`src/rtl/aclk_pkg.sv`:
```
package aclk_pkg;

    localparam int TAG_W      = 16;
    localparam int SLOT_W     = 20;
    localparam int DATA_SLOTS = 12;
    localparam int SLOTS_W    = DATA_SLOTS * SLOT_W;
    localparam int FRAME_W    = TAG_W + SLOTS_W;
    localparam int CNT_W      = $clog2(FRAME_W);
    localparam int SYNC_HI    = 16;

    typedef logic [CNT_W-1:0]   bitpos_t;
    typedef logic [FRAME_W-1:0] frame_t;

    typedef struct packed {
        logic [TAG_W-1:0]   tag;
        logic [SLOTS_W-1:0] slots;
    } frame_s;

    typedef struct packed {
        logic start;
        logic capture;
    } tick_s;

    // Bit offset of data slot n (1..DATA_SLOTS) within the packed slot vector.
    function automatic int slot_lsb(input int n);
        return (DATA_SLOTS - n) * SLOT_W;
    endfunction

endpackage

```
`src/rtl/aclk_frame_timer.sv`:
```
module aclk_frame_timer
    import aclk_pkg::*;
(
    input  logic  clk,
    input  logic  rst,
    output logic  sync_o,
    output tick_s tick_o
);

    bitpos_t cnt_q;
    logic    started_q;
    logic    armed_q;

    // FRAME_W is a power of two, so the counter wraps on its own.
    always_ff @(posedge clk) begin
        if (rst) begin
            cnt_q     <= '0;
            sync_o    <= 1'b0;
            started_q <= 1'b0;
            armed_q   <= 1'b0;
        end else begin
            cnt_q  <= cnt_q + bitpos_t'(1);
            sync_o <= (cnt_q < bitpos_t'(SYNC_HI));
            if (cnt_q == '0) begin
                started_q <= 1'b1;
                armed_q   <= started_q;
            end
        end
    end

    assign tick_o.start   = (cnt_q == '0);
    assign tick_o.capture = (cnt_q == bitpos_t'(1)) && armed_q;

endmodule

```
`src/rtl/aclk_tx_shifter.sv`:
```
module aclk_tx_shifter
    import aclk_pkg::*;
(
    input  logic   clk,
    input  logic   rst,
    input  logic   load,
    input  frame_t frame_i,
    output logic   sdo_o
);

    frame_t sh_q;

    always_ff @(posedge clk) begin
        if (rst) begin
            sh_q  <= '0;
            sdo_o <= 1'b0;
        end else begin
            sdo_o <= sh_q[FRAME_W-1];
            if (load) begin
                sh_q <= frame_i;
            end else begin
                sh_q <= {sh_q[FRAME_W-2:0], 1'b0};
            end
        end
    end

endmodule

```
`src/rtl/aclk_rx_shifter.sv`:
```
module aclk_rx_shifter
    import aclk_pkg::*;
(
    input  logic               clk,
    input  logic               rst,
    input  logic               sdi_i,
    input  logic               capture,
    output logic [TAG_W-1:0]   tag_o,
    output logic [SLOTS_W-1:0] slots_o,
    output logic               done_o
);

    frame_t sh_q;
    frame_s cap;

    // Inbound bits are taken on the falling edge, half a cycle after launch.
    always_ff @(negedge clk) begin
        if (rst) begin
            sh_q <= '0;
        end else begin
            sh_q <= {sh_q[FRAME_W-2:0], sdi_i};
        end
    end

    assign cap = frame_s'(sh_q);

    always_ff @(posedge clk) begin
        if (rst) begin
            tag_o  <= '0;
            done_o <= 1'b0;
        end else begin
            done_o <= capture;
            if (capture) begin
                tag_o <= cap.tag;
            end
        end
    end

    for (genvar n = 1; n <= DATA_SLOTS; n++) begin : g_slot
        logic [SLOT_W-1:0] word_q;
        always_ff @(posedge clk) begin
            if (rst) begin
                word_q <= '0;
            end else if (capture) begin
                word_q <= cap.slots[slot_lsb(n) +: SLOT_W];
            end
        end
        assign slots_o[slot_lsb(n) +: SLOT_W] = word_q;
    end

endmodule

```
`src/rtl/aclk_link_ctrl.sv`:
```
module aclk_link_ctrl
    import aclk_pkg::*;
(
    input  logic               clk,
    input  logic               rst,
    input  logic [TAG_W-1:0]   tx_tag,
    input  logic [SLOTS_W-1:0] tx_slots,
    input  logic               sdi,
    output logic               sync,
    output logic               sdo,
    output logic [TAG_W-1:0]   rx_tag,
    output logic [SLOTS_W-1:0] rx_slots,
    output logic               frame_done
);

    tick_s  tick;
    frame_s tx_frame;

    assign tx_frame.tag   = tx_tag;
    assign tx_frame.slots = tx_slots;

    aclk_frame_timer u_timer (
        .clk    (clk),
        .rst    (rst),
        .sync_o (sync),
        .tick_o (tick)
    );

    aclk_tx_shifter u_tx (
        .clk     (clk),
        .rst     (rst),
        .load    (tick.start),
        .frame_i (frame_t'(tx_frame)),
        .sdo_o   (sdo)
    );

    aclk_rx_shifter u_rx (
        .clk     (clk),
        .rst     (rst),
        .sdi_i   (sdi),
        .capture (tick.capture),
        .tag_o   (rx_tag),
        .slots_o (rx_slots),
        .done_o  (frame_done)
    );

endmodule

```
`config.mk`:
```
export PLATFORM = sky130hd
export DESIGN_NAME = aclk_link_ctrl
export DESIGN_NICKNAME = d
export VERILOG_FILES = /design/src/rtl/aclk_pkg.sv /design/src/rtl/aclk_frame_timer.sv /design/src/rtl/aclk_tx_shifter.sv /design/src/rtl/aclk_rx_shifter.sv /design/src/rtl/aclk_link_ctrl.sv
export SDC_FILE = /design/constraint.sdc
export NUM_CORES = 1
export LEC_CHECK = 0
export BUFFER_PORTS_ARGS = -buffer_cell sky130_fd_sc_hd__buf_2
export CORE_MARGIN = 2
export CORE_UTILIZATION = 55
export CTS_CLUSTER_SIZE = 8
export DETAILED_ROUTE_END_ITERATION = 10
export PLACE_DENSITY_LB_ADDON = 0.2
export SYNTH_ARGS = -nofsm -noshare
export SYNTH_HDL_FRONTEND = slang
export SYNTH_SLANG_ARGS = --single-unit
```
`constraint.sdc`:
```
create_clock -name clk -period 1.9 [get_ports clk]
set_clock_uncertainty 0.05 [all_clocks]
set_input_delay 0.38 -clock clk [delete_from_list [all_inputs] [get_ports clk]]
set_output_delay 0.38 -clock clk [all_outputs]
set_load 0.1 [all_outputs]
```
Word level (Yosys, flattened, before mapping)
Cells that the tools add are included.
{"block": "totals", "register_bits": 781, "in_bits": 259}
{"block": "classes", "bitwise": 1, "addsub": 1, "n_eq_ne": 1, "reduce_logical": 3, "magnitude_cmp": 1, "muxes": 1}
{"operator": "256-bit 2-to-1 mux", "count": 1}
{"operator": "8-bit by 1-bit adder with 8-bit output (second input constant)", "count": 1}
{"operator": "8-bit by 1-bit == test with 1-bit output (second input constant)", "count": 1}
{"operator": "8-bit logical NOT", "count": 1}
{"operator": "8-bit by 5-bit < comparator with 1-bit output (second input constant)", "count": 1}
{"operator": "2-bit OR reduction", "count": 1}
{"operator": "1-bit logical AND", "count": 1}
{"operator": "1-bit inverter", "count": 1}

Logic depth before layout (Yosys ltp)
{"block": "logic_depth", "depth_word": 3, "depth_mapped": 7}

By module
A second synthesis with hierarchy kept.
{"block": "unflattened", "cells_unflattened": 2247, "hier_area_um2": 25952.4}
{"module": "aclk_rx_shifter", "area_each_um2": 16104.2, "cells_per_inst": 1369, "n_inst": 1}
{"module": "aclk_tx_shifter", "area_each_um2": 9362.7, "cells_per_inst": 827, "n_inst": 1}
{"module": "aclk_frame_timer", "area_each_um2": 485.5, "cells_per_inst": 51, "n_inst": 1}

==> results.cfg <==
[status]
status = finished with violations
violations = negative setup slack

[placement]
gp_congestion = 0.821
dp_cells = 3676
io_buffers = 517
hpwl_um = 44500

[synthesis]
yosysWarnings = 0
synth_top_area_cell = dfxtp_1
synth_seq_area_share_pct = 54.6
netlist_top_cells_area = dfxtp_1 55%, nand2b_1 11%, nor2b_1 11%
synthCells = 2528
ys_ff_latch = 781
syn-num-nets = 2790
synth_commonest_cells = 781 x dfxtp_1, 514 x nand2b_1, 514 x nor2b_1
avgSynthCellArea_um2 = 11.3
synth_top_area_share_pct = 54.6
synth.most_common_cell = dfxtp_1
synth_edf_count = 0
ys_types = 25
ys_async_sr_fraction_pct = 0
synth_top_flop_cell = dfxtp_1
syn_area_mm2 = 0.0286

[global_routing]
antenna_found_initial = 2
grt-ovfl-total = 0
grt_pass1_wl_um = 117000
grt_pass1_vias = 22500
grtUsageTotal_pct = 27.3
grt_max_degree = 111

[route]
routed_wl_um = 76400
dr_total_vias = 21000
vias_per_cell = 4.83
drt-wirelength-per-cell_um = 17.5
drtPass1Iterations = 5
postRouteAntennaNets = 0
post-route-drc-count = 0
drtIter0Drc = 816

[critical_path]
path_cells = nor2b_1 -> mux2_1
cp.arrival_ns = 2.39
end_kind = flip-flop
cp.required_ns = 2.39
r2r_end = u_rx.g_slot[3].word_q[2]
r2r_start = u_rx.cap[182]
cp_max_fo = 2
path_class = flip-flop to flip-flop
cp_slowest_cell = dfxtp_1
crit_path_start_kind = flip-flop
rrSetupSlack_ns = -0.001
r2r_cells = 2
max_stage_delay_ns = 0.31

[layout]
stdcell_count = 4358
fin_nets = 3867
syn2layout_area_growth_pct = 39.7
drive_above_1_share_pct = 22.7

[pwr]
power_mw = 40.6
powerDensity_mw_per_mm2 = 1020
leakagePower_nw = 18.9
ir_drop_mv = 1.40

[timing]
setup_viol = 1
tightest_slew_ns = 0.555
hold_viol = 0
slew_headroom_pct = 63.2
rsz0062_at_grt = true
final_max_slew_viol_count = 0
fin_ws_ns = -0.00128
whs_ns = 0.204
setup_tns_ns = -0.00128

[floorplanning]
core_mm2 = 0.0514
pin_count = 518
die-area_mm2 = 0.0539
initial_core_util_pct = 55.7
die_x_um = 232
floorplan.rows = 83
die_y_um = 232

[cts]
cts-root-buf = clkbuf_16
cts_buffers = 107
cts_tree = yes
cts_sinks = 781
htree_levels = 3
ctsLongestPathBuffers = 3
clk_pin_slew_ns = 0.05
insertion_delay_ns = 0.67

[hold_path]
min_path_type = input port to flip-flop
min_to = u_rx.g_slot[5].word_q[3]
worstHoldStart = rst
hold_path_depth = 4

[run]
drv_cap = 0
[cells in the final DEF, fill, tap and decap left out, types with 3 or more instances in the layout]
cell type      count
dlygate4sd3_1    256
buf_4            195
or3_1              3
nor2b_1          493
mux2i_2            3
buf_2            331
dfxtp_2           20
mux2_4            21
nor2_1             5
clkbuf_4          59
bufinv_8           3
a21oi_1            3
buf_12            38
clkinv_16          4
clkbuf_16        109
clkbuf_1          58
inv_1            259
mux2_1           215
nand2b_1         514
ha_1               3
mux2_2            19
mux2i_1          253
diode_2            5
o21ai_0            3
nor2b_4           19
dfxtp_1          761
[through the flow]
| stage | setup WS [ns] | utilization, % | cell area [um2] |
|---|---|---|---|
| floorplan | -0.0868 | - | 28900 |
| CTS | -0.000250 | 77.3 | 39700 |
| global placement | -0.226 | 63.4 | 32600 |
| global route | -0.0270 | 77.8 | 40000 |
| finish | -0.00128 | 77.8 | 40000 |
| detailed placement | -0.250 | 63.4 | 32600 |
[registers in the layout (all words and copies together) (netlist names)]
signal and cells:
u_rx.g_slot.word_q 240, u_timer.armed_q 1, u_rx.tag_o 16, u_rx.cap 256
u_tx.sdo_o 1, u_timer.cnt_q 8, u_tx.sh_q 256, u_timer.started_q 1
u_rx.done_o 1, u_timer.sync_o 1
[report_power, final]
group / switching [mW] / total (mW) / internal [mW]
logic: 1.51 / 3.29 / 1.78
registers: 0.194 / 17.2 / 17.0
clock network: 8.60 / 20.1 / 11.5
total: 10.3 / 40.6 / 30.3
[layer usage]
layer,routed length (um),vias to the layer above,GRT usage [%]
li1,-,10300,-
met1,30300,9959,30.5
met2,37500,611,47.1
met3,5300,221,8.41
met4,3350,0,13.4
met5,0,-,0
[cell families after synthesis]
| group | share of synthesized area (%) |
|---|---|
| DFF | 54.6 |
| xor gates and xnor gates | 0.0918 |
| adders and majority gates | 0.131 |
| AOI/OAI and AO/OA | 0.140 |
| buffers and inverters | 3.14 |
| and+or+nand+nor | 22.9 |
| muxes | 19.0 |
[final cells by class]
cell class | count | area [um2]
tap | 680 | 851
clock buffer | 165 | 2900
timing repair buffer | 885 | 7000
fill | 3022 | 11400
sequential | 781 | 15700
inverter | 3 | 11.3
clock inverter | 268 | 1200
multi-input combinational | 1571 | 12300
antenna | 5 | 12.5
[worst max-delay path by stage]
stage | depth (start not counted) | end | startpoint | slack [ns]
2_1_floorplan | 4 | u_rx.cap[100] | rst | -0.09
3_3_place_gp | 4 | u_rx.cap[86] | rst | -0.23
3_5_place_dp | 4 | u_rx.cap[94] | rst | -0.25
4_1_cts | 3 | u_rx.tag_o[8] | u_rx.cap[248] | -0.0003
5_1_grt | 6 | u_rx.g_slot[6].word_q[9] | u_timer.cnt_q[1] | -0.03
6_report | 2 | u_rx.g_slot[3].word_q[2] | u_rx.cap[182] | -0.001
[critical path: cells and delay by family, from the launching register on]
kind / cells / cell delay (ns)
DFF: 1 / 0.31
and+or+nand+nor: 1 / 0.14
muxes: 1 / 0.31
[timing repair]
item / CTS / global route
endpoints found under the hold margin: 256 / 0
hold buffers: 256 / 0
setup endpoints to repair: 146 / 144
gates resized for setup: 189 / 88
pin swaps: 0 / 2
gates cloned: 0 / 2
buffers inserted: 3 / 4
(Power assumes the default switching activity.)
